==> src/rtl/spi_tx_fifo.sv <==
module spi_tx_fifo #(
  parameter int DW    = 8,
  parameter int DEPTH = 16,
  parameter int PW    = 5,
  parameter int DVW   = 3,
  localparam int AW   = $clog2(DEPTH),
  localparam int CW   = AW + 1,
  localparam int DCW  = (1 << DVW) - 1,
  localparam int BW   = $clog2(DW)
) (
  input  logic           clk,
  input  logic           rst_n,
  input  logic           clk_en,
  input  logic           fsync_en,
  input  logic           tx_en,
  input  logic           tx_rst,
  input  logic [PW-1:0]  presc,
  input  logic [DVW-1:0] div_sel,
  input  logic [CW-1:0]  threshold,
  input  logic           dreq_en,
  input  logic           wr_en,
  input  logic [DW-1:0]  wr_data,
  output logic           sck,
  output logic           ss_n,
  output logic           mosi,
  output logic           dreq,
  output logic           fifo_empty,
  output logic           overflow
);

  logic [DW-1:0]  mem [DEPTH];
  logic [AW-1:0]  wr_ptr, rd_ptr;
  logic [CW-1:0]  level;
  logic [PW-1:0]  pre_cnt;
  logic [DCW-1:0] div_cnt;
  logic [DW-1:0]  shreg;
  logic [BW-1:0]  bit_cnt;
  logic           active;

  wire full = (level == CW'(DEPTH));
  wire push = wr_en && !full;
  wire [DCW-1:0] mask = (DCW'(1) << div_sel) - DCW'(1);
  wire pre_wrap = (pre_cnt == presc);
  wire tick = clk_en && !tx_rst && pre_wrap && ((div_cnt & mask) == mask);
  wire start = !active && tick && fsync_en && tx_en && !fifo_empty;

  assign fifo_empty = (level == '0);
  assign dreq = dreq_en && (level <= threshold);
  assign ss_n = !active;
  assign mosi = shreg[DW-1];

  always_ff @(posedge clk) begin
    if (!rst_n || tx_rst) begin
      pre_cnt <= '0;
      div_cnt <= '0;
    end else if (clk_en) begin
      pre_cnt <= pre_wrap ? '0 : pre_cnt + PW'(1);
      if (pre_wrap) div_cnt <= div_cnt + DCW'(1);
    end
  end

  always_ff @(posedge clk) begin
    if (push) mem[wr_ptr] <= wr_data;
  end

  always_ff @(posedge clk) begin
    if (!rst_n) begin
      wr_ptr   <= '0;
      rd_ptr   <= '0;
      level    <= '0;
      overflow <= 1'b0;
    end else begin
      if (push) wr_ptr <= wr_ptr + AW'(1);
      if (start) rd_ptr <= rd_ptr + AW'(1);
      if (push && !start) level <= level + CW'(1);
      else if (start && !push) level <= level - CW'(1);
      if (wr_en && full) overflow <= 1'b1;
    end
  end

  always_ff @(posedge clk) begin
    if (!rst_n) begin
      active  <= 1'b0;
      sck     <= 1'b0;
      shreg   <= '0;
      bit_cnt <= '0;
    end else if (!fsync_en) begin
      active <= 1'b0;
      sck    <= 1'b0;
    end else if (start) begin
      active  <= 1'b1;
      sck     <= 1'b0;
      shreg   <= mem[rd_ptr];
      bit_cnt <= '0;
    end else if (active && tick) begin
      if (!sck) begin
        sck <= 1'b1;
      end else begin
        sck <= 1'b0;
        if (bit_cnt == BW'(DW-1)) active <= 1'b0;
        else begin
          shreg   <= shreg << 1;
          bit_cnt <= bit_cnt + BW'(1);
        end
      end
    end
  end

  // SCK only moves inside a frame
  a_r1_sck_idle: assert property (@(posedge clk) disable iff (!rst_n) ss_n |-> !sck);
  // a frame opens only with data queued and all enables set
  a_r3_start_gated: assert property (@(posedge clk) disable iff (!rst_n)
    $fell(ss_n) |-> $past(!fifo_empty && tx_en && fsync_en && clk_en));
  // mode 0, data held while SCK is high
  a_r2_mosi_stable: assert property (@(posedge clk) disable iff (!rst_n)
    (!ss_n && sck) |-> $stable(mosi));
  // overflow is sticky
  a_r5_overflow_sticky: assert property (@(posedge clk) disable iff (!rst_n)
    overflow |=> overflow);
  // frame abort on fsync_en low
  a_r8_abort: assert property (@(posedge clk) disable iff (!rst_n)
    !fsync_en |=> (ss_n && !sck));
  // an empty queue never shrinks
  a_r7_empty_no_pop: assert property (@(posedge clk) disable iff (!rst_n)
    (fifo_empty && !wr_en) |=> fifo_empty);

endmodule

==> config.mk <==
export PLATFORM = sky130hd
export DESIGN_NAME = spi_tx_fifo
export DESIGN_NICKNAME = d
export VERILOG_FILES = /design/src/rtl/spi_tx_fifo.sv
export SDC_FILE = /design/constraint.sdc
export NUM_CORES = 1
export LEC_CHECK = 0
export ABC_AREA = 1
export BUFFER_PORTS_ARGS = -buffer_cell sky130_fd_sc_hd__buf_2
export CORE_UTILIZATION = 55
export DETAILED_ROUTE_END_ITERATION = 7
export PLACE_DENSITY = 0.72
export REMOVE_ABC_BUFFERS = 1
export SETUP_SLACK_MARGIN = 0.4
export SLEW_MARGIN = 10
export SYNTH_ARGS = -nofsm -noshare
export SYNTH_HDL_FRONTEND = slang
export SYNTH_SLANG_ARGS = --single-unit
==> constraint.sdc <==
create_clock -name clk -period 2.5 [get_ports clk]
set_input_delay 0.25 -clock clk [delete_from_list [all_inputs] [get_ports clk]]
set_output_delay 0.25 -clock clk [all_outputs]
set_load 0.02 [all_outputs]
# Word level (Yosys, flattened, before mapping)

Memories as Yosys holds them, arrays and structs flattened. A register that Yosys moved wholly into a read port is not among the register bits.
Cells that the tools add are included.

Register bits after elaboration: 39
Bits of input ports: 29
RAM bits: 128
Memories: 1

Add/subtract/negate cells: 8
Eq/ne operators: 5
Shifts and indexed selects: 1
Reduce and logical (&&, ||, !) cells: 31
Bitwise logic cells: 3
Magnitude comparators: 1
Multiplexer cells: 20

Memory list:

| memory | words | width | read ports | clocked after Yosys merged registers in | write ports | line | source |
|---|---|---|---|---|---|---|---|
| mem    | 16    | 8     | 1          | 1                                       | 1           | 31   | `logic [DW-1:0] mem [DEPTH];` |

Operator list:

| cell                | count |
|---|---|
| $mux 8              | 4 |
| $mux 5              | 3 |
| $logic_and 1x1->1   | 13 |
| $mux 3              | 4 |
| $add 5x1->5 const B | 2 |
| $add 4x1->4 const B | 2 |
| $mux 4              | 2 |
| $reduce_bool 2->1   | 4 |
| $add 7x1->7 const B | 1 |
| $and 7x7->7         | 1 |
| $eq 7x7->1          | 1 |
| $logic_not 1->1     | 7 |
| $mux 1              | 7 |
| $shl 1x3->7 const A | 1 |
| $sub 7x2->7 const B | 1 |
| $eq 5x5->1          | 1 |
| $eq 5x5->1 const B  | 1 |
| $le 5x5->1          | 1 |
| $logic_not 5->1     | 1 |
| $sub 5x1->5 const B | 1 |
| $reduce_and 2->1    | 2 |
| $reduce_and 4->1    | 1 |
| $add 3x1->3 const B | 1 |
| $eq 3x3->1 const B  | 1 |
| 5 further kinds     | 6 |

# Logic depth before layout (Yosys ltp)

Word-level depth: 12
Mapped depth: 21

# Worst setup path after synthesis

OpenSTA, ideal clock, no wires.

Kind: reg2reg
Start point: reg pre_cnt[1]
End point: reg level[4]
Library setup time: 0.064 ns
Setup slack: -0.035 ns
Data arrival time: 2.471 ns
Data required time: 2.436 ns
Cell stages (with the launch flop): 19
Cell sequence: dfxtp_1 > inv_1 > nand2_1 > nand2_1 > nor2_2 > nand3_4 > nor2_8 > nand2_4 > buf_6 > ha_1 > inv_1 > ha_1 > nand2_1 > nor2_1 > a211oi_1 > nor2_1 > o21ai_0 > nand2_1 > nor2_1

Cells in the longest elaborated chain, start to end: 10

Ends and longest elaborated chain:

| what                                               | line | source |
|---|---|---|
| from (decl)                                        | 34   | `logic [PW-1:0] pre_cnt;` |
| from (signal assigned)                             | 57   | `pre_cnt <= pre_wrap ? '0 : pre_cnt + PW'(1);` |
| $eq 5x5->1 (*)                                     | 43   | `wire pre_wrap = (pre_cnt == presc);` |
| $logic_and 1x1->1 (*) (2 in series)                | 44   | `wire tick = clk_en && !tx_rst && pre_wrap && ((div_cnt & mask) == mask);` |
| $logic_and 1x1->1 (*) (4 in series)                | 45   | `wire start = !active && tick && fsync_en && tx_en && !fifo_empty;` |
| $logic_not 1->1                                    | 75   | `if (push && !start) level <= level + CW'(1);` |
| $logic_and 1x1->1                                  | 75   |  |
| $mux 5 / $reduce_bool 2->1 (equally long branches) | --   |  |
| to (signal assigned)                               | 75   |  |
| to (signal assigned)                               | 76   | `else if (start && !push) level <= level - CW'(1);` |
| to (decl)                                          | 33   | `logic [CW-1:0] level;` |

Every way passes the cells marked *; elsewhere a longest branch is shown, timed or not.
A chain may end at the register's enable or synchronous reset.

# Final worst setup path

Start point: reg div_cnt[1]
End point: reg level[4]

Cells in the longest elaborated chain, start to end: 10

Ends and longest elaborated chain:

| what                                               | line | source |
|---|---|---|
| from (decl)                                        | 35   | `logic [DCW-1:0] div_cnt;` |
| from (signal assigned)                             | 58   | `if (pre_wrap) div_cnt <= div_cnt + DCW'(1);` |
| $and 7x7->7 (*)                                    | 44   |  |
| $eq 7x7->1 (*)                                     | 44   |  |
| $logic_and 1x1->1 (*)                              | 44   |  |
| $logic_and 1x1->1 (*) (4 in series)                | 45   |  |
| $logic_not 1->1                                    | 75   |  |
| $logic_and 1x1->1                                  | 75   |  |
| $mux 5 / $reduce_bool 2->1 (equally long branches) | --   |  |

Marks and branches as above.

==> results.py <==
metrics = {
    "yosys": {
        "netlist_area_mm2": 0.00755,
        "yosysSeqAreaShare_pct": 62.3,
        "async_flop_share_pct": 0,
        "synthFlopType": "edfxtp_1",
        "yosysWarnings": 0,
        "syn_avg_cell_area_um2": 9.77,
        "synth_area_leader_cell": "edfxtp_1",
        "ys_top_cells_by_area": "edfxtp_1, nand2_1, dfxtp_1",
        "synth-edff-count": 128,
        "synth_most_common_cell": "nand2_1",
        "synthTopCellsByCount": "nand2_1, edfxtp_1, nand3_1",
        "ys_types": 39,
        "ys_ff_latch": 171,
        "netlist_instances": 772,
        "synth_top_cell_area_share_pct": 50.9,
    },
    "global_routing": {
        "grt_overflow": 0,
        "grt_pass1_vias": 5432,
        "grt_max_degree": 65,
        "antenna_found_initial": 0,
        "grt.total_usage_pct": 25.5,
        "grt_pass1_wl_um": 27100,
    },
    "routing": {
        "drt_iter0_markers": 381,
        "dr_wl_met3_um": 1230,
        "totalWireLength_um": 17200,
        "wl_per_cell_um": 16.8,
        "via_per_inst": 5.48,
        "drc": 0,
        "met1_length_um": 6800,
        "vias": 5617,
        "antenna_left": 0,
        "top_layer": "met4",
        "dr_wl_met2_um": 8740,
        "dr.pass1.iters": 5,
    },
    "critical_path": {
        "r2r_cells": 18,
        "path_class": "flip-flop to flip-flop",
        "reg2reg_to": "level[4]$_SDFFE_PN0P_",
        "arrival_ns": 2.70,
        "end_kind": "flip-flop",
        "cp-startpoint": "div_cnt[1]$_SDFFE_PP0P_",
        "crit_fanout": 4,
        "rr_startpoint": "div_cnt[1]$_SDFFE_PP0P_",
        "reg2reg_setup_slack_ns": 0.13,
        "critPathLaunchType": "flip-flop",
        "cp.required_ns": 2.83,
    },
    "cells_and_area": {
        "register_area_mm2": 0.00473,
        "final_area_mm2": 0.00883,
        "fill_cells": 987,
        "synthToLayoutAreaGrowth_pct": 17.0,
        "multi_input_area_mm2": 0.00262,
        "utilization_pct": 66.4,
        "diodes": 0,
        "drive_gt1_share_pct": 18.6,
        "finalNetCount": 884,
    },
    "sta": {
        "tightestPinTransition_ns": 0.683,
        "setup_slack_ns": 0.128,
        "whs_ns": 0.0628,
        "max_freq_ghz": 0.422,
        "slew_headroom_pct": 54.5,
        "fin_tns_setup_ns": 0,
        "min_period_ns": 2.37,
        "setup_viol": 0,
        "finalCritPeriodShare_pct": 94.9,
        "skew_ns": 0.00682,
        "hold_viol_final": 0,
        "finalMaxSlewViolations": 0,
        "grt_setup_unrepaired": "yes",
    },
    "clock_network": {
        "numClockSinks": 171,
        "cts_buffers": 17,
        "hold_buffers": 0,
        "cts_tree": "built",
        "cts_root_buf": "clkbuf_16",
        "cts_buffer_depth": 2,
        "cts.clk_slew.worst_paths_ns": 0.06,
        "htreeDepth": 4,
        "clock_latency_ns": 0.44,
    },
    "power_and_ir_drop": {
        "peakVddDrop_mv": 0.583,
        "swShare_pct": 22.9,
        "power_frac_clock_pct": 41.3,
        "p_per_area_mw_per_mm2": 699,
        "p_leak_nw": 3.53,
        "internal_power_mw": 4.76,
        "seqPwrFrac_pct": 50.8,
        "comb_power_share_pct": 7.9,
        "power.switching_mw": 1.41,
    },
    "die": {
        "die_width_um": 119,
        "initial_utilization_pct": 56.8,
        "rows": 42,
        "dieArea_mm2": 0.0142,
        "ios": 35,
        "core-area_mm2": 0.0133,
        "die-height_um": 119,
    },
    "placement": {
        "placed_cell_area_mm2": 0.00802,
        "gp_congestion": 0.848,
        "io_buffers": 34,
        "dp_hpwl_um": 10400,
        "pre_cts_ws_ns": -0.00307,
    },
    "outcome": {
        "status": "completed",
    },
    "worst_hold_path": {
        "whs_path_depth": 3,
        "hold_end": "active$_SDFFE_PN0P_",
        "holdCritPathClass": "primary input to flip-flop",
        "hold_start": "fsync_en",
    },
    "flow_run": {
        "cap_violations": 0,
    },
}
## cell type report
class                      instances  share of cell area (%)
sequential                       171                    53.5
timing repair buffer              74                    5.47
inverter                          55                    2.39
clock inverter                    15                    1.69
tap                              176                    2.49
multi-input combinational        517                    29.6
clock buffer                      17                    4.82
## what timing repair did
action,CTS,global route
buffers inserted,5,6
pin swaps,7,20
resized for setup,32,23
endpoints found under the setup margin,3,4
## logic make-up after synthesis
kind of cell,after synthesis,synth area share (%)
flops,171,62.3
fa+ha+maj,19,3.25
compound gates,42,3.05
mux,1,0.133
simple gates,450,25.9
buf+inv,84,4.73
xor+xnor,5,0.580
## worst max-delay path, stage by stage (launching register included)
cell	delay, ns
dfxtp_2	0.34
nand2_2	0.09
o21ai_2	0.08
nand2_1	0.09
nor2_2	0.16
nand2_4	0.10
nor2_8	0.12
nand2_4	0.07
ha_4	0.19
inv_6	0.07
ha_4	0.22
nand2_4	0.08
nor2_4	0.04
a211oi_4	0.25
nand2_1	0.10
nand2_2	0.08
o21ai_1	0.07
nand2_1	0.06
nor2_1	0.04
## worst max-delay path by stage
stage                            endpoint  slack, ns  depth (start not counted)
global route        level[4]$_SDFFE_PN0P_      0.002                         16
floorplan           shreg[1]$_SDFFE_PN0P_      -0.27                         11
global placement    level[4]$_SDFFE_PN0P_       0.09                         17
finish              level[4]$_SDFFE_PN0P_       0.13                         18
CTS                 level[4]$_SDFFE_PN0P_       0.32                         18
detailed placement  level[4]$_SDFFE_PN0P_     -0.003                         16
## per-layer routing
| metal | global-route usage [%] | vias up |
|---|---|---|
| li1 | - | 2718 |
| met1 | 31.7 | 2637 |
| met2 | 43.4 | 228 |
| met3 | 5.94 | 34 |
| met4 | 9.02 | 0 |
| met5 | 0 | - |
## cell usage in the layout (no fill, tap or decap), drive strengths merged
cell type	Yosys	routed
dfxtp	43	43
a31oi	1	1
xnor2	2	2
clkinv	1	7
and3	1	1
nor4	2	2
nor2	67	67
clkinvlp	0	4
o21ai	13	13
ha	18	18
nand2	251	251
buf	12	74
or2	1	1
nor3	9	9
mux2i	1	1
o21a	2	2
inv	54	57
a21oi	21	21
edfxtp	128	128
clkbuf	17	17
nand3	117	117
nand4	2	2
bufinv	0	2
xor2	3	3
a21boi	2	2
fa	1	1
a211oi	2	2
o221ai	1	1
## through the flow
step,power [mW],cells
floorplan,3.40,743
global placement,3.53,982
detailed placement,3.55,982
CTS,6.12,1019
global route,6.37,1025
finish,6.17,1025
## power groups by stage
stage               clock network (mW)  logic [mW]  registers (mW)
floorplan                            0       0.217            3.18
global placement                     0       0.345            3.18
detailed placement                   0       0.362            3.19
CTS                               2.58       0.403            3.13
global route                      2.70       0.529            3.14
finish                            2.55       0.485            3.14
## flip-flops by register name, indices dropped and copies added (netlist names), named ones only
name and count:
active 1, bit_cnt 3, div_cnt 7, level 5, mem 128, overflow 1
pre_cnt 5, rd_ptr 4, sck 1, shreg 8, wr_ptr 4
Power figures use the tool's default switching activity.
